--- src/rtl/svc_arb_pkg.sv ---
package svc_arb_pkg;

    // Fixed system slots ahead of the DMA group
    localparam int SLOT_RESET  = 0;
    localparam int SLOT_BUSERR = 1;
    localparam int SLOT_CMD    = 2;
    localparam int SYS_SLOTS   = 3;

    typedef enum logic [2:0] {
        TIER_NONE,
        TIER_RESET,
        TIER_BUSERR,
        TIER_CMD,
        TIER_DMA,
        TIER_URGENT,
        TIER_NORMAL
    } tier_e;

endpackage

--- src/rtl/svc_arb_order.sv ---
// Flattens the grouped channel requests into one vector in service order.
// The lowest position in that vector has the highest rank.
module svc_arb_order #(
    parameter int N_FAST  = 3,
    parameter int N_MULTI = 2,
    parameter int N_SER   = 4,
    parameter int N_DBUF  = 4,
    localparam int N_CH   = 2*N_FAST + 2*N_MULTI + 2*N_SER + N_DBUF
) (
    input  logic [N_FAST-1:0]  fast_rx_req,
    input  logic [N_FAST-1:0]  fast_tx_req,
    input  logic [N_FAST-1:0]  fast_rx_urg,
    input  logic [N_FAST-1:0]  fast_tx_urg,
    input  logic [N_MULTI-1:0] multi_rx_req,
    input  logic [N_MULTI-1:0] multi_tx_req,
    input  logic [N_MULTI-1:0] multi_rx_urg,
    input  logic [N_MULTI-1:0] multi_tx_urg,
    input  logic [N_SER-1:0]   ser_rx_req,
    input  logic [N_SER-1:0]   ser_tx_req,
    input  logic [N_SER-1:0]   ser_rx_urg,
    input  logic [N_SER-1:0]   ser_tx_urg,
    input  logic [N_DBUF-1:0]  dbuf_req,
    output logic [N_CH-1:0]    ch_req,
    output logic [N_CH-1:0]    ch_urg
);
    localparam int MRX_BASE  = 2;
    localparam int MTX_BASE  = MRX_BASE + N_MULTI;
    localparam int FREST     = MTX_BASE + N_MULTI;
    localparam int SER_BASE  = 2*N_FAST + 2*N_MULTI;
    localparam int DBUF_BASE = SER_BASE + 2*N_SER;

    // Fast channel 0 leads the channel order
    assign ch_req[0] = fast_rx_req[0];
    assign ch_req[1] = fast_tx_req[0];
    assign ch_urg[0] = fast_rx_req[0] & fast_rx_urg[0];
    assign ch_urg[1] = fast_tx_req[0] & fast_tx_urg[0];

    // Multichannel block: all receives, then all transmits
    for (genvar m = 0; m < N_MULTI; m++) begin : g_multi
        assign ch_req[MRX_BASE+m] = multi_rx_req[m];
        assign ch_req[MTX_BASE+m] = multi_tx_req[m];
        assign ch_urg[MRX_BASE+m] = multi_rx_req[m] & multi_rx_urg[m];
        assign ch_urg[MTX_BASE+m] = multi_tx_req[m] & multi_tx_urg[m];
    end

    // Remaining fast channels in rx/tx pairs
    for (genvar f = 1; f < N_FAST; f++) begin : g_fast
        assign ch_req[FREST+2*(f-1)]   = fast_rx_req[f];
        assign ch_req[FREST+2*(f-1)+1] = fast_tx_req[f];
        assign ch_urg[FREST+2*(f-1)]   = fast_rx_req[f] & fast_rx_urg[f];
        assign ch_urg[FREST+2*(f-1)+1] = fast_tx_req[f] & fast_tx_urg[f];
    end

    for (genvar s = 0; s < N_SER; s++) begin : g_ser
        assign ch_req[SER_BASE+2*s]   = ser_rx_req[s];
        assign ch_req[SER_BASE+2*s+1] = ser_tx_req[s];
        assign ch_urg[SER_BASE+2*s]   = ser_rx_req[s] & ser_rx_urg[s];
        assign ch_urg[SER_BASE+2*s+1] = ser_tx_req[s] & ser_tx_urg[s];
    end

    // Double-buffered controllers cannot be urgent
    for (genvar d = 0; d < N_DBUF; d++) begin : g_dbuf
        assign ch_req[DBUF_BASE+d] = dbuf_req[d];
        assign ch_urg[DBUF_BASE+d] = 1'b0;
    end

endmodule

--- src/rtl/svc_arb_pick.sv ---
// Finds the lowest set bit of a request vector.
module svc_arb_pick #(
    parameter int W   = 8,
    localparam int IW = (W > 1) ? $clog2(W) : 1
) (
    input  logic [W-1:0]  vec,
    output logic          hit,
    output logic [IW-1:0] idx
);
    always_comb begin
        hit = 1'b0;
        idx = '0;
        for (int i = W-1; i >= 0; i--) begin
            if (vec[i]) begin
                hit = 1'b1;
                idx = IW'(i);
            end
        end
    end

    // the reported position is a live request and nothing below it is set
    always_comb begin
        if (hit) begin
            p_pick_live_r8: assert (vec[idx]);
            p_pick_lowest_r8: assert ((vec & ((W'(1) << idx) - W'(1))) == '0);
        end else begin
            p_pick_empty_r10: assert (vec == '0);
        end
    end

endmodule

--- src/rtl/svc_req_arbiter.sv ---
module svc_req_arbiter
    import svc_arb_pkg::*;
#(
    parameter int N_DMA   = 4,
    parameter int N_FAST  = 3,
    parameter int N_MULTI = 2,
    parameter int N_SER   = 4,
    parameter int N_DBUF  = 4,
    localparam int N_CH   = 2*N_FAST + 2*N_MULTI + 2*N_SER + N_DBUF,
    localparam int DMA_BASE = SYS_SLOTS,
    localparam int CH_BASE  = SYS_SLOTS + N_DMA,
    localparam int TOTAL    = CH_BASE + N_CH,
    localparam int IW       = $clog2(TOTAL)
) (
    input  logic               clk,
    input  logic               rst_n,
    input  logic               reset_req,
    input  logic               bus_err_req,
    input  logic               host_cmd_req,
    input  logic [N_DMA-1:0]   dma_req,
    input  logic               dma_low_opt,
    input  logic [N_FAST-1:0]  fast_rx_req,
    input  logic [N_FAST-1:0]  fast_tx_req,
    input  logic [N_FAST-1:0]  fast_rx_urg,
    input  logic [N_FAST-1:0]  fast_tx_urg,
    input  logic [N_MULTI-1:0] multi_rx_req,
    input  logic [N_MULTI-1:0] multi_tx_req,
    input  logic [N_MULTI-1:0] multi_rx_urg,
    input  logic [N_MULTI-1:0] multi_tx_urg,
    input  logic [N_SER-1:0]   ser_rx_req,
    input  logic [N_SER-1:0]   ser_tx_req,
    input  logic [N_SER-1:0]   ser_rx_urg,
    input  logic [N_SER-1:0]   ser_tx_urg,
    input  logic [N_DBUF-1:0]  dbuf_req,
    input  logic               accept,
    output logic [TOTAL-1:0]   grant,
    output logic [IW-1:0]      grant_idx,
    output logic               grant_valid
);
    localparam int DW = (N_DMA > 1) ? $clog2(N_DMA) : 1;
    localparam int CW = (N_CH > 1) ? $clog2(N_CH) : 1;

    typedef struct packed {
        logic             valid;
        tier_e            tier;
        logic [IW-1:0]    idx;
        logic [TOTAL-1:0] onehot;
    } arb_state_t;

    arb_state_t state_d, state_q;

    logic [N_CH-1:0] ch_req, ch_urg;
    logic            dma_hit, urg_hit, norm_hit;
    logic [DW-1:0]   dma_idx;
    logic [CW-1:0]   urg_idx, norm_idx;
    logic            decide;
    tier_e           win_tier;
    logic [IW-1:0]   win_idx;

    svc_arb_order #(
        .N_FAST (N_FAST),
        .N_MULTI(N_MULTI),
        .N_SER  (N_SER),
        .N_DBUF (N_DBUF)
    ) u_order (
        .fast_rx_req (fast_rx_req),
        .fast_tx_req (fast_tx_req),
        .fast_rx_urg (fast_rx_urg),
        .fast_tx_urg (fast_tx_urg),
        .multi_rx_req(multi_rx_req),
        .multi_tx_req(multi_tx_req),
        .multi_rx_urg(multi_rx_urg),
        .multi_tx_urg(multi_tx_urg),
        .ser_rx_req  (ser_rx_req),
        .ser_tx_req  (ser_tx_req),
        .ser_rx_urg  (ser_rx_urg),
        .ser_tx_urg  (ser_tx_urg),
        .dbuf_req    (dbuf_req),
        .ch_req      (ch_req),
        .ch_urg      (ch_urg)
    );

    svc_arb_pick #(.W(N_DMA)) u_pick_dma (.vec(dma_req), .hit(dma_hit),  .idx(dma_idx));
    svc_arb_pick #(.W(N_CH))  u_pick_urg (.vec(ch_urg),  .hit(urg_hit),  .idx(urg_idx));
    svc_arb_pick #(.W(N_CH))  u_pick_ch  (.vec(ch_req),  .hit(norm_hit), .idx(norm_idx));

    always_comb begin
        decide = !state_q.valid || accept;
        win_tier = TIER_NONE;
        win_idx  = '0;
        if (reset_req) begin
            win_tier = TIER_RESET;
            win_idx  = IW'(SLOT_RESET);
        end else if (bus_err_req) begin
            win_tier = TIER_BUSERR;
            win_idx  = IW'(SLOT_BUSERR);
        end else if (host_cmd_req) begin
            win_tier = TIER_CMD;
            win_idx  = IW'(SLOT_CMD);
        end else if (dma_hit && !dma_low_opt) begin
            win_tier = TIER_DMA;
            win_idx  = IW'(DMA_BASE) + IW'(dma_idx);
        end else if (urg_hit) begin
            win_tier = TIER_URGENT;
            win_idx  = IW'(CH_BASE) + IW'(urg_idx);
        end else if (dma_hit) begin
            win_tier = TIER_DMA;
            win_idx  = IW'(DMA_BASE) + IW'(dma_idx);
        end else if (norm_hit) begin
            win_tier = TIER_NORMAL;
            win_idx  = IW'(CH_BASE) + IW'(norm_idx);
        end

        state_d = state_q;
        if (decide) begin
            state_d.valid  = (win_tier != TIER_NONE);
            state_d.tier   = win_tier;
            state_d.idx    = win_idx;
            state_d.onehot = (win_tier != TIER_NONE) ? (TOTAL'(1) << win_idx) : '0;
        end
    end

    always_ff @(posedge clk or negedge rst_n) begin
        if (!rst_n) begin
            state_q <= '{valid: 1'b0, tier: TIER_NONE, idx: '0, onehot: '0};
        end else begin
            state_q <= state_d;
        end
    end

    assign grant       = state_q.onehot;
    assign grant_idx   = state_q.idx;
    assign grant_valid = state_q.valid;

    // an outstanding grant is frozen until accepted
    p_hold_r9: assert property (@(posedge clk) disable iff (!rst_n)
        (grant_valid && !accept) |=> (grant_valid && $stable(grant_idx) && $stable(grant)));

    // reset request wins at any decision edge
    p_reset_first_r2: assert property (@(posedge clk) disable iff (!rst_n)
        ((!grant_valid || accept) && reset_req) |=> (grant_valid && grant_idx == IW'(SLOT_RESET)));

    // bus error second
    p_buserr_second_r3: assert property (@(posedge clk) disable iff (!rst_n)
        ((!grant_valid || accept) && !reset_req && bus_err_req)
        |=> (grant_valid && grant_idx == IW'(SLOT_BUSERR)));

    // host command third
    p_cmd_third_r4: assert property (@(posedge clk) disable iff (!rst_n)
        ((!grant_valid || accept) && !reset_req && !bus_err_req && host_cmd_req)
        |=> (grant_valid && grant_idx == IW'(SLOT_CMD)));

    // in the low DMA mode an urgent channel takes a channel slot, not a DMA slot
    p_urgent_over_dma_r6: assert property (@(posedge clk) disable iff (!rst_n)
        ((!grant_valid || accept) && !reset_req && !bus_err_req && !host_cmd_req
         && dma_low_opt && urg_hit) |=> (grant_valid && grant_idx >= IW'(CH_BASE)));

    // grant shape follows the index and valid flag
    p_onehot_r10: assert property (@(posedge clk) disable iff (!rst_n)
        grant_valid |-> (grant == (TOTAL'(1) << grant_idx)));
    p_idle_zero_r10: assert property (@(posedge clk) disable iff (!rst_n)
        !grant_valid |-> (grant == '0));

endmodule

--- config.mk ---
export PLATFORM = sky130hd
export DESIGN_NAME = svc_req_arbiter
export DESIGN_NICKNAME = d
export VERILOG_FILES = /design/src/rtl/svc_arb_pkg.sv /design/src/rtl/svc_arb_order.sv /design/src/rtl/svc_arb_pick.sv /design/src/rtl/svc_req_arbiter.sv
export SDC_FILE = /design/constraint.sdc
export NUM_CORES = 1
export LEC_CHECK = 0
export ABC_AREA = 1
export BUFFER_PORTS_ARGS = -buffer_cell sky130_fd_sc_hd__clkbuf_2
export CAP_MARGIN = 25
export CORE_UTILIZATION = 49
export CTS_CLUSTER_SIZE = 28
export DETAILED_ROUTE_END_ITERATION = 8
export GPL_ROUTABILITY_DRIVEN = 0
export GPL_TIMING_DRIVEN = 0
export PLACE_DENSITY = 0.81
export SYNTH_ARGS = -nofsm -noshare
export SYNTH_HDL_FRONTEND = slang
export SYNTH_SLANG_ARGS = --single-unit
--- constraint.sdc ---
create_clock -name clk -period 1.7 [get_ports clk]
set_input_delay 0.34 -clock clk [delete_from_list [all_inputs] [get_ports clk]]
set_output_delay 0.34 -clock clk [all_outputs]
set_load 0.05 [all_outputs]
**Word-level counts from Yosys, hierarchy flattened**

Cells that the tools add are included.

- Bits in registers: 35
- Input port bits: 51
- Logic and storage cells: 133

- Add/subtract/negate cells: 3
- Shift-type cells: 1
- Mux-type cells: 103
- Bitwise gates (word level): 18
- Reductions and logical operators: 5

Operators with widths:

| kind | number |
|---|---|
| two-way mux 5 bit | 47 |
| two-way mux 1 bit | 44 |
| two-way mux 29 bit | 1 |
| left shift 1 x 5 -> 29 bit (first input constant) | 1 |
| two-way mux 3 bit | 7 |
| bitwise AND 1 bit | 18 |
| adder 3 x 5 -> 5 bit (first input constant) | 2 |
| two-way mux 2 bit | 4 |
| adder 2 x 2 -> 3 bit (first input constant) | 1 |
| nonzero test 3 bit | 1 |
| logical NOT 1 bit | 2 |
| logical AND 1 bit | 1 |
| logical OR 1 bit | 1 |

**Logic depth before layout (Yosys ltp)**

Gate-level depths: netlist of run 1.

- Depth after elaboration: 32
- Mapped depth: 33
- Depth with buffers taken out: 33

**Hierarchy**

A second synthesis of run 1 with hierarchy kept.

- Cells, all modules: 462
- Area, all modules: 2872.8 um^2

By module, submodules not included:

| module | times used | cells an instance | area each (um^2) |
|---|---|---|---|
| svc_req_arbiter | 1 | 251 | 1886.8 |
| svc_arb_pick (u_pick_ch ...) | 2 | 70 | 307.8 |
| svc_arb_order | 1 | 63 | 334.1 |
| svc_arb_pick (u_pick_dma) | 1 | 8 | 36.3 |

**Least setup slack after synthesis of run 1**

No wires, ideal clock.

- Path kind: in2reg
- From: input dbuf_req[2]
- To: register state_q, in the netlist grant[13]
- Setup time: 0.066 ns
- Arrival: 2.490 ns
- Path slack: -0.856 ns
- Cell stages on the path: 31
- Buffers on the path: 0
- Cell sequence: inv_1 -> nand2_1 -> nand2_1 -> nand2_1 -> nand2_1 -> nand2_1 -> nand2_1 -> nand2_1 -> nand2_1 -> nand2_1 -> nand2_1 -> nand2_1 -> nand2_1 -> nand2_1 -> nand2_1 -> nand2_1 -> nand2_1 -> nand2_1 -> nand2_1 -> nand2_1 -> nand2_1 -> nand2_2 -> ha_1 -> o221ai_2 -> a211o_1 -> and2_4 -> nand2_4 -> nand3_4 -> nor2_2 -> nand3_1 -> nand2_1

- Cells in the longest elaborated chain, start to end: 31

Ends and longest elaborated chain:

| item | line | source |
|---|---|---|
| from (decl) | svc_req_arbiter.sv:34 | `input logic [N_DBUF-1:0] dbuf_req,` |
| two-way mux 5 bit (21 in a row) | svc_arb_pick.sv:14 | `if (vec[i]) begin` |
| adder 3 x 5 -> 5 bit | svc_req_arbiter.sv:111 | `win_idx = IW'(CH_BASE) + IW'(norm_idx);` |
| two-way mux 5 bit | svc_req_arbiter.sv:109 | `end else if (norm_hit) begin` |
| two-way mux 5 bit | svc_req_arbiter.sv:106 | `end else if (dma_hit) begin` |
| two-way mux 5 bit | svc_req_arbiter.sv:103 | `end else if (urg_hit) begin` |
| two-way mux 5 bit | svc_req_arbiter.sv:100 | `end else if (dma_hit && !dma_low_opt) begin` |
| two-way mux 5 bit | svc_req_arbiter.sv:97 | `end else if (host_cmd_req) begin` |
| two-way mux 5 bit | svc_req_arbiter.sv:94 | `end else if (bus_err_req) begin` |
| two-way mux 5 bit | svc_req_arbiter.sv:91 | `if (reset_req) begin` |
| left shift 1 x 5 -> 29 bit | svc_req_arbiter.sv:119 | `state_d.onehot = (win_tier != TIER_NONE) ? (TOTAL'(1) << win_idx) : '0;` |
| two-way mux 29 bit * | svc_req_arbiter.sv:119 |  |
| to (signal assigned) | svc_req_arbiter.sv:125 | `state_q <= '{valid: 1'b0, tier: TIER_NONE, idx: '0, onehot: '0};` |
| to (signal assigned) | svc_req_arbiter.sv:127 | `state_q <= state_d;` |
| to (decl) | svc_req_arbiter.sv:50 | `arb_state_t state_d, state_q;` |

Every way passes the cells marked *; elsewhere a longest branch is shown, timed or not.
A chain may end at the register's enable or synchronous reset.

**Worst setup path after layout of run 1**

- From: input dbuf_req[2]
- To: register state_q, in the netlist grant[1]

The elaborated chain is that of the path after synthesis.

==> results.md, run 1 <==
| Metric | Value |
|---|---|
| Pin count of the biggest net entering global routing | 36 |
| Stage delay of the slowest cell on the critical path | 0.29 ns |
| Required time of the critical path | 1.93 ns |
| Cell type with the largest total area after synthesis | sky130_fd_sc_hd__dfrtp_1 |
| Post-synthesis cell count | 350 |
| Effective utilization at floorplan | 51.3% |
| Total via count in the routed design | 2682 |
| Number of antenna violations at the first check in global routing | 0 |
| Total count of max-transition violations in the final report | 0 |
| DIE AREA | 0.00530 sq mm |
| Hold Crit Class | input pin to async pin |
| Net count after synthesis | 404 |
| First-pass iteration count of the detailed router | 4 |
| Proportion of synthesized chip area in sequential cells | 35.7% |
| Pleak | 0.00191 uW |
| Antenna Cells | 0 |
| Cts bufs inserted | 5 |
| Area contributors post-synth | sky130_fd_sc_hd__dfrtp_1, sky130_fd_sc_hd__nand2_1, sky130_fd_sc_hd__nand3_1, sky130_fd_sc_hd__inv_1, sky130_fd_sc_hd__nor2_1 |
| Total grt overflow | 0 |
| Clock sink count | 35 |
| Failing checks | setup timing |
| Layout overhead on the synthesized area | 40.6% |
| Overall routed net length | 6590 um |
| Post-detailed-route wirelength per cell | 12.6 um |
| Number of top-level pins | 86 |
| Hold Fails Final Rpt | 0 |
| CTS Buffer Depth | 2 |
| Final critical path time including I/O delays and setup | 2.67 ns |
| Port bufs | 85 |
| Synthesized area per cell | 7.02 sq um |
| DRC marker count from the first detailed-route iteration | 145 |
| Highest clock rate | 375 MHz |
| Number of warnings printed during yosys synthesis | 0 |
| Most common cell type on the critical path | sky130_fd_sc_hd__nand2_1 |
| Start-to-end type of the worst setup path | input pin to flip-flop |
| Die W | 72.8 um |
| Height of the die | 72.8 um |
| Most frequent cells in the layout | sky130_fd_sc_hd__nand2_1, sky130_fd_sc_hd__clkbuf_2, sky130_fd_sc_hd__dfrtp_1 |
| Worst Slack Setup Final | -0.967 ns |
| Synth top area share | 35.7% |
| Commonest non-fill, non-tap cell in the layout | sky130_fd_sc_hd__nand2_1 |
| Async set-reset flop share out of synthesis | 100% |
| Share of final-layout standard cells stronger than drive strength 1 | 39.4% |
| Worst setup SP type | input pin |
| Kind of end point of the critical path | flip-flop |
| Placed wire-length estimate | 4770 um |
| Cell at the slowest stage of the critical path | sky130_fd_sc_hd__a211o_1 |
| Clk_skew | 0.00441 ns |
| Post-synthesis instance area | 0.00246 sq mm |
| Standard cell core area | 0.00479 sq mm |
| Number of placement rows | 25 |
| RSZ-0062 raised after global routing | true |
| Total negative setup slack | -28.63 ns |
| Area after DPL | 0.00301 sq mm |
| Number of global-route vias before repair | 2563 |
| Final clock period utilization by the worst path | 157% |
| Result of the run | finished with violations |
| Clk Tree Root Cell | sky130_fd_sc_hd__clkbuf_8 |
| Total power divided by cell area | 633 mW/mm^2 |
| Post-detailed-route via-to-cell ratio | 5.12 |
| Post-layout net count | 510 |
| Slew margin rel. | 45.2% |
| Clock tree from TritonCTS | done |
| Global Route Usage Sum | 25.9% |
| DRC | 0 |
| DRT antenna net count | 0 |
| Number of H-tree levels | 2 |
| Count of unique library cells instantiated by Yosys | 42 |
| Flops & latches, synth | 35 |
| Max Cap Violations | 0 |
| Actual slew at the worst max-slew pin | 0.823 ns |
| First-pass GRT wire length | 10800 um |
| EDFF count, synth | 0 |
| Primary flip-flop cell chosen by synthesis mapping | sky130_fd_sc_hd__dfrtp_1 |
| Post-Place Worst Slack | -1.41 ns |
| Non-Filler Cell Area, Final | 0.00345 sq mm |
| Hold_buf cts | 0 |
| Clock Pin Slew Worst Setup and Hold Paths | 0.07 ns |
| Total of endpoints with negative setup slack in the final report | 34 |
| Worst vdd ir | 0.419 mV |
| Insertion delay to the later sink of the worst-skew pair | 0.29 ns |
| Crit-path max FO | 4 |
| CP Data Arrival Time | 2.90 ns |
-- cell usage after synthesis (all sizes together), types with 3 or more instances --
| master | number |
|---|---|
| xor2 | 3 |
| o21ai | 7 |
| a21oi | 6 |
| nor2 | 27 |
| inv | 38 |
| ha | 3 |
| dfrtp | 35 |
| clkbuf | 4 |
| nand2 | 151 |
| buf | 4 |
| nand3 | 41 |
| a31oi | 3 |
| nor4 | 3 |
| nand4 | 11 |
-- per-stage QoR --
stage               utilization (%)  hold slack, ns  total power [uW]  std cells
finish                         72.1           0.128              2180        524
global route                   72.1           0.206              2280        524
CTS                            69.7           0.162              2140        519
detailed placement             62.8           0.466              1430        502
global placement               62.8           0.462              1420        502
floorplan                         -          0.0444              1260        350
-- per-layer routing --
layer / up-vias / GRT usage [%] / routed length [um]
met5: - / 0 / 0
met4: 0 / 7.84 / 93
met3: 8 / 4.28 / 278
met2: 71 / 46.9 / 3500
met1: 1253 / 31.3 / 2720
li1: 1350 / - / -
-- power breakdown --
| group | total (uW) | internal [uW] | leakage (uW) | switching (uW) |
|---|---|---|---|---|
| sequential | 870 | 856 | 0.000479 | 14.3 |
| combinational | 642 | 225 | 0.00138 | 417 |
| clock | 672 | 368 | 0.0000505 | 304 |
-- critical path: cells and delay by family --
| kind | cells | cell delay (ns) |
|---|---|---|
| fa+ha+maj | 1 | 0.27 |
| simple gates | 27 | 1.73 |
| buf+inv | 2 | 0.17 |
| compound gates | 2 | 0.39 |
-- registers in the layout (all words and copies together), names as in the netlist --
name	count
grant_idx	5
grant	29
grant_valid	1
-- cells by family after synthesis --
family                   count (synthesis)  synth area share [%]
adder cells (fa/ha/maj)                  3                  1.53
buffers and inverters                   46                  7.84
AND/OR/NAND/NOR                        237                  45.0
AO/OA/AOI/OAI                           26                  8.56
XOR/XNOR                                 3                  1.38
flip-flops                              35                  35.7
-- final timing paths --
path,from,endpoint,slack [ns],cells past startpoint
max,dbuf_req[2],grant[1]$_DFFE_PN0P_,-0.97,32
min,rst_n,grant[26]$_DFFE_PN0P_,0.13,1
max reg2reg,grant_valid$_DFFE_PN0P_,grant[12]$_DFFE_PN0P_,-0.05,6
min reg2reg,grant[19]$_DFFE_PN0P_,grant[19]$_DFFE_PN0P_,0.48,2
max in group asynchronous,rst_n,grant[12]$_DFFE_PN0P_,1.05,1
min in group clk,accept,grant_valid$_DFFE_PN0P_,0.42,4
-- repair_timing --
| item | 4_1_cts | 5_1_grt |
|---|---|---|
| buffers inserted | 9 | 6 |
| gates resized for setup | 35 | 16 |
| endpoints found under the setup margin | 34 | 34 |
| pin swaps | 10 | 10 |
-- area by class of cell --
cell class,instances,area [sq um]
clock inverters,1,7.51
clock buffers,7,96.3
plain buffers,8,63.8
flip-flops and latches,35,876
repair buffers,99,582
fillers,385,1330
well taps,67,83.8
multi-input cells,269,1590
inverters,38,158
No activity file was read; power rests on OpenSTA's default activity.
==> inputs of run 2 (changes only) <==
--- a/config.mk
+++ b/config.mk
@@ -6,7 +6,7 @@
 export NUM_CORES = 1
 export LEC_CHECK = 0
 export ABC_AREA = 1
-export BUFFER_PORTS_ARGS = -buffer_cell sky130_fd_sc_hd__clkbuf_2
+export BUFFER_PORTS_ARGS = -buffer_cell sky130_fd_sc_hd__buf_2
 export CAP_MARGIN = 25
 export CORE_UTILIZATION = 49
 export CTS_CLUSTER_SIZE = 28
==> results.md, run 2 (synthesis results as in run 1) <==
| Metric | Value | Change |
|---|---|---|
| RSZ-0062 raised after global routing | true |  |
| Busiest layer in global routing | met2 |  |
| Cell at the slowest stage of the critical path | sky130_fd_sc_hd__a211o_1 |  |
| Final critical path time including I/O delays and setup | 2.67 ns | +0.00701 ns |
| DRC marker count from the first detailed-route iteration | 125 | -14% |
| Worst setup SP type | input pin |  |
| Share of final-layout standard cells stronger than drive strength 1 | 37.7% | -1.7 points |
| Pin count of the biggest net entering global routing | 36 | unchanged |
| Highest clock rate | 374 MHz | -0.26% |
| Standard cell core area | 0.00479 sq mm | unchanged |
| Worst vdd ir | 0.326 mV | -22% |
| Tot Pwr | 2100 uW | -4.0% |
| Actual slew at the worst max-slew pin | 0.756 ns | -0.0672 ns |
| Overall routed net length | 6430 um | -2.5% |
| Worst Slack Setup Final | -0.974 ns | -0.00701 ns |
| Pleak | 0.00188 uW | -1.4% |
| Met1 track utilization from global routing | 30.9% | -0.42 points |
| Number of standard cells in the layout, taps in and fillers out | 518 | -1.1% |
| Required time of the critical path | 1.93 ns | about the same |
| Hold_buf cts | 0 | unchanged |
| CP Data Arrival Time | 2.90 ns | about the same |
| Flip-flop count of the largest register after layout | 29 | unchanged |
| Failing checks | setup timing |  |
| Post-layout net count | 505 | -0.98% |
| Max Cap Violations | 0 | unchanged |
| First-pass GRT wire length | 10900 um | +0.18% |
| Number of placement rows | 25 | unchanged |
| Number of H-tree levels | 2 | unchanged |
| Clk Tree Root Cell | sky130_fd_sc_hd__clkbuf_8 |  |
| Commonest non-fill, non-tap cell in the layout | sky130_fd_sc_hd__nand2_1 |  |
| Hold Fails Final Rpt | 0 | unchanged |
| Total count of max-transition violations in the final report | 0 | unchanged |
| Total of endpoints with negative setup slack in the final report | 34 | unchanged |
| Number of cells in the design after placement | 502 | unchanged |
| Total via count in the routed design | 2683 | +0.037% |
| DIE AREA | 0.00530 sq mm | unchanged |
| Post-Place Worst Slack | -1.47 ns | -0.0561 ns |
| Effective utilization at floorplan | 51.3% | unchanged |
| Clock Pin Slew Worst Setup and Hold Paths | 0.07 ns | about the same |
| CTS Buffer Depth | 2 | unchanged |
| Grt met2 use | 46.7% | -0.21 points |
| Clk_skew | 0.00563 ns | +0.00122 ns |
| Number of global-route vias before repair | 2568 | +0.20% |
| Crit-path max FO | 3 | -1 |
| Layout overhead on the synthesized area | 35.7% |  |
| Number of antenna violations at the first check in global routing | 0 | unchanged |
| Die W | 72.8 um | unchanged |
| Placed wire-length estimate | 4780 um | +0.15% |
| Met3 Resource Use GR | 6.35% | +2.1 points |
| Most common cell type on the critical path | sky130_fd_sc_hd__nand2_1 |  |
| Total grt overflow | 0 | unchanged |
| First-pass iteration count of the detailed router | 4 | unchanged |
| Clock sink count | 35 | unchanged |
| Result of the run | finished with violations |  |
| Most frequent cells in the layout | sky130_fd_sc_hd__nand2_1, sky130_fd_sc_hd__buf_2, sky130_fd_sc_hd__dfrtp_1 |  |
| Post-detailed-route wirelength per cell | 12.4 um | -1.3% |
| Start-to-end type of the worst setup path | input pin to flip-flop |  |
| Total power divided by cell area | 629 mW/mm^2 | -0.55% |
| Stage delay of the slowest cell on the critical path | 0.29 ns | about the same |
| Global Route Usage Sum | 26.4% | +0.50 points |
| Port bufs | 85 | unchanged |
| Cts bufs inserted | 5 | unchanged |
| Hold Crit Class | input pin to async pin |  |
| Insertion delay to the later sink of the worst-skew pair | 0.29 ns | about the same |
| DRT antenna net count | 0 | unchanged |
| Clock tree from TritonCTS | done |  |
| Kind of end point of the critical path | flip-flop |  |
| Final clock period utilization by the worst path | 157% | +0.41 points |
| Antenna Cells | 0 | unchanged |
| DRC | 0 | unchanged |
| Slew margin rel. | 49.6% | +4.5 points |
| Minimum hold slack | 0.113 ns | -0.0152 ns |
| Number of top-level pins | 86 | unchanged |
| Post-detailed-route via-to-cell ratio | 5.18 | +1.2% |
| Height of the die | 72.8 um | unchanged |
==> run 2: cell types whose count changed in the layout (fill, tap and decap cells not counted), moves of 2 or more <==
cell                       change
sky130_fd_sc_hd__clkbuf_2     -84
sky130_fd_sc_hd__buf_2        +82
sky130_fd_sc_hd__o21ai_2       -2
sky130_fd_sc_hd__o21ai_1       +2
sky130_fd_sc_hd__buf_4         +2
sky130_fd_sc_hd__buf_6         -4
sky130_fd_sc_hd__nand3_1       +2
==> run 2: worst paths after layout <==
path | start | end | slack [ns] | cells after the start
setup / recovery | dbuf_req[2] | grant[5]$_DFFE_PN0P_ | -0.97 | 32
hold / removal | rst_n | grant[25]$_DFFE_PN0P_ | 0.11 | 1
setup reg to reg | grant_valid$_DFFE_PN0P_ | grant[22]$_DFFE_PN0P_ | -0.03 | 6
hold reg to reg | grant[17]$_DFFE_PN0P_ | grant[17]$_DFFE_PN0P_ | 0.48 | 2
max in group asynchronous | rst_n | grant[12]$_DFFE_PN0P_ | 1.10 | 1
min in group clk | accept | grant_valid$_DFFE_PN0P_ | 0.41 | 4
==> run 2: repair_timing <==
action / in CTS / in global routing
gates resized for setup: 27 / 14
setup endpoints to repair: 34 / 34
buffers inserted: 6 / 3
pin swaps: 13 / 16
==> run 2: critical path: cells and delay by family <==
| kind | cells | cell delay (ns) |
|---|---|---|
| AND/OR/NAND/NOR | 27 | 1.73 |
| AO/OA/AOI/OAI | 2 | 0.39 |
| adder cells (fa/ha/maj) | 1 | 0.27 |
| buffers and inverters | 2 | 0.13 |
==> run 2: metrics by stage <==
step	instance area, sq um	setup TNS [ns]	util (%)
after CTS	3260	-28.75	68.1
final	3330	-28.62	69.6
after floorplan	2500	-24.86	-
after detailed placement	3010	-42.45	62.8
after global placement	3010	-39.21	62.8
after global routing	3330	-37.06	69.6
==> run 2: power by group <==
part / switching, uW / internal (uW) / leakage [uW]
logic: 404 / 211 / 0.00135
registers: 12.7 / 856 / 0.000479
clock network: 295 / 318 / 0.0000470
==> run 2: layout make-up <==
| cell class | count | area, sq um |
|---|---|---|
| multi-input cells | 269 | 1550 |
| plain buffers | 8 | 60.1 |
| fillers | 392 | 1450 |
| clock inverters | 1 | 5.00 |
| repair buffers | 94 | 515 |
| inverters | 38 | 158 |
| flip-flops and latches | 35 | 876 |
| well taps | 67 | 83.8 |
| clock buffers | 6 | 82.6 |
==> run 2: per-layer routing <==
| metal | vias up | share of wire [%] |
|---|---|---|
| met5 | - | 0 |
| met4 | 0 | 2.1 |
| met3 | 16 | 5.3 |
| met2 | 92 | 50 |
| met1 | 1236 | 42 |
| li1 | 1339 | - |
==> inputs of run 3 (changes only) <==
==> constraint.sdc (replaced) <==
create_clock -name clk -period 3.2 [get_ports clk]
set_input_delay 0.64 -clock clk [delete_from_list [all_inputs] [get_ports clk]]
set_output_delay 0.64 -clock clk [all_outputs]
set_load 0.05 [all_outputs]
==> results.md, run 3 (synthesis results as in run 1) <==
| Metric | Value | Change |
|---|---|---|
| Result of the run | completed |  |
| Combinational fraction of design power | 28.9% | -0.5 points |
| Slew margin rel. | 50.2% | +0.62 points |
| Reg2Reg Depth | 6 | unchanged |
| Combined flip-flop and latch cell area | 876 sq um | unchanged |
| Cell at the slowest stage of the critical path | sky130_fd_sc_hd__a211o_1 |  |
| Post-detailed-route via-to-cell ratio | 5.04 | -2.7% |
| Actual slew at the worst max-slew pin | 0.746 ns | -0.00931 ns |
| Share of final-layout standard cells stronger than drive strength 1 | 33.7% | -4.0 points |
| Global Route Usage Sum | 23.2% | -3.2 points |
| Clock sink count | 35 | unchanged |
| Effective utilization at floorplan | 51.3% | unchanged |
| Required time of the critical path | 3.42 ns | +1.49 ns |
| Start-to-end type of the worst setup path | input pin to flip-flop |  |
| Number of placement rows | 25 | unchanged |
| Delay-heaviest family, CP | simple AND/OR/NAND/NOR gates |  |
| Number of buffer and inverter stages on the critical path | 2 | unchanged |
| Post-detailed-route wirelength per cell | 11.9 um | -4.5% |
| Layout overhead on the synthesized area | 30.6% |  |
| DIE AREA | 0.00530 sq mm | unchanged |
| Cts bufs inserted | 5 | unchanged |
| Total power divided by cell area | 334 mW/mm^2 | -47% |
| Number of filler instances in the final layout | 431 | +9.9% |
| Final critical path time including I/O delays and setup | 2.98 ns |  |
| Post-layout net count | 504 | -0.20% |
| Max Cap Violations | 0 | unchanged |
| Commonest non-fill, non-tap cell in the layout | sky130_fd_sc_hd__nand2_1 |  |
| DRC marker count from the first detailed-route iteration | 149 | +19% |
| Antenna Cells | 0 | unchanged |
| Total via count in the routed design | 2610 | -2.7% |
| Clk Tree Root Cell | sky130_fd_sc_hd__clkbuf_8 |  |
| Final clock period utilization by the worst path | 93.2% |  |
| Port bufs | 85 | unchanged |
| Most common cell type on the critical path | sky130_fd_sc_hd__nand2_1 |  |
| Number of cells in the design after placement | 502 | unchanged |
| Switching part of the total | 33.6% | -0.39 points |
| Number of antenna violations at the first check in global routing | 0 | unchanged |
| Number of top-level pins | 86 | unchanged |
| Stage delay of the slowest cell on the critical path | 0.32 ns | +0.03 ns |
| Area after DPL | 0.00297 sq mm | -1.4% |
| Highest clock rate | 335 MHz |  |
| DRT antenna net count | 0 | unchanged |
| Die W | 72.8 um | unchanged |
| Overall routed net length | 6140 um | -4.5% |
| Part of the power in the clock network | 28.0% | -1.2 points |
| Worst setup SP type | input pin |  |
| Crit path depth | 32 | unchanged |
| First-pass GRT wire length | 9620 um | -11% |
| Total grt overflow | 0 | unchanged |
| Tot Pwr | 1070 uW | -49% |
| Placed wire-length estimate | 4660 um | -2.4% |
| Total of endpoints with negative setup slack in the final report | 0 | -100% |
| Hold Fails Final Rpt | 0 | unchanged |
| RSZ-0062 raised after global routing | true |  |
| Flip-flop count of the largest register after layout | 29 | unchanged |
| Number of global-route vias before repair | 2367 | -7.8% |
| DRC | 0 | unchanged |
| CTS Buffer Depth | 2 | unchanged |
| Internal power contribution | 711 uW | -49% |
| Clock tree from TritonCTS | done |  |
| Sequential share of power | 43.1% | +1.7 points |
| Number of standard cells in the layout, taps in and fillers out | 518 | unchanged |
| Area used by multi-input combinational logic | 0.00147 sq mm | -5.4% |
| Total count of max-transition violations in the final report | 0 | unchanged |
| Hold Crit Class | input pin to async pin |  |
| Clk_skew | 0.00561 ns | -0.0000257 ns |
| Net switching component of the power | 359 uW | -50% |
| Pleak | 0.00185 uW | -1.4% |
| Crit-path max FO | 4 | +1 |
| Clock Pin Slew Worst Setup and Hold Paths | 0.06 ns | about the same |
| Standard cell core area | 0.00479 sq mm | unchanged |
| Worst vdd ir | 0.129 mV | -61% |
| Insertion delay to the later sink of the worst-skew pair | 0.29 ns | about the same |
| Height of the die | 72.8 um | unchanged |
| Non-Filler Cell Area, Final | 0.00321 sq mm | -3.7% |
| Most frequent cells in the layout | sky130_fd_sc_hd__nand2_1, sky130_fd_sc_hd__buf_2, sky130_fd_sc_hd__dfrtp_1 |  |
| Pin count of the biggest net entering global routing | 36 | unchanged |
| Number of H-tree levels | 2 | unchanged |
| Kind of end point of the critical path | flip-flop |  |
| First-pass iteration count of the detailed router | 4 | unchanged |
| CP Data Arrival Time | 3.21 ns | +0.31 ns |
## run 3: cell count changes in the layout (fill, tap and decap cells not counted), sizes merged
| cell | previous run | this run |
|---|---|---|
| buf | 98 | 96 |
| clkbuf | 10 | 12 |
## run 3: cell type report
cell class / count / area share, %
sequential: 35 / 27.3
clock inverter: 1 / 0.156
inverter: 38 / 4.52
clock buffer: 7 / 2.38
buffer: 8 / 1.64
multi-input combinational: 269 / 45.7
timing repair buffer: 93 / 15.6
tap: 67 / 2.61
## run 3: worst reg2reg max path, cell delays in order, from the launching register on
cell and delay [ns]:
sky130_fd_sc_hd__dfrtp_1 0.38, sky130_fd_sc_hd__inv_1 0.05, sky130_fd_sc_hd__nor2_1 0.29, sky130_fd_sc_hd__clkbuf_1 0.38, sky130_fd_sc_hd__clkbuf_1 0.38, sky130_fd_sc_hd__nand2_1 0.11, sky130_fd_sc_hd__nand2_1 0.08
## run 3: what timing repair did
item / 4_1_cts / 5_1_grt
endpoints found under the hold margin: 0 / 0
buffers inserted: 0 / 8
endpoints found under the setup margin: 0 / 29
hold buffers: 0 / 0
gates resized for setup: 0 / 24
## run 3: final timing paths
| check | startpoint | end | slack, ns |
|---|---|---|---|
| max in group asynchronous | rst_n | grant[5]$_DFFE_PN0P_ | 2.31 |
| min in group clk | grant[26]$_DFFE_PN0P_ | grant[26]$_DFFE_PN0P_ | 0.47 |
| max | dbuf_req[2] | grant[9]$_DFFE_PN0P_ | 0.22 |
| min | rst_n | grant[25]$_DFFE_PN0P_ | 0.42 |
| max reg2reg | grant_valid$_DFFE_PN0P_ | grant[20]$_DFFE_PN0P_ | 1.46 |
| min reg2reg | grant[26]$_DFFE_PN0P_ | grant[26]$_DFFE_PN0P_ | 0.47 |
## run 3: per-layer routing
metal,GRT usage (%),wire length [um],vias up
met5,0,0,-
met4,6.54,74,0
met3,4.97,237,8
met2,40.5,3130,67
met1,28.8,2700,1201
li1,-,-,1334
## run 3: stage by stage
step | setup TNS [ns] | hold WS (ns) | utilization (%) | setup WS, ns
6_report | 0 | 0.418 | 67.0 | 0.216
5_1_grt | -0.650 | 0.468 | 67.0 | -0.0632
4_1_cts | 0 | 0.448 | 63.7 | 0.0638
3_5_place_dp | -2.40 | 0.461 | 62.0 | -0.236
3_3_place_gp | -0.649 | 0.457 | 62.0 | -0.121
2_1_floorplan | 0 | 0.344 | - | 0.344
## run 3: power by group through the flow
stage          Combinational [uW]  Clock, uW  Sequential (uW)
2_1_floorplan                 148          0              513
3_3_place_gp                  279          0              469
3_5_place_dp                  284          0              469
4_1_cts                       286        304              461
5_1_grt                       341        326              462
6_report                      309        300              461
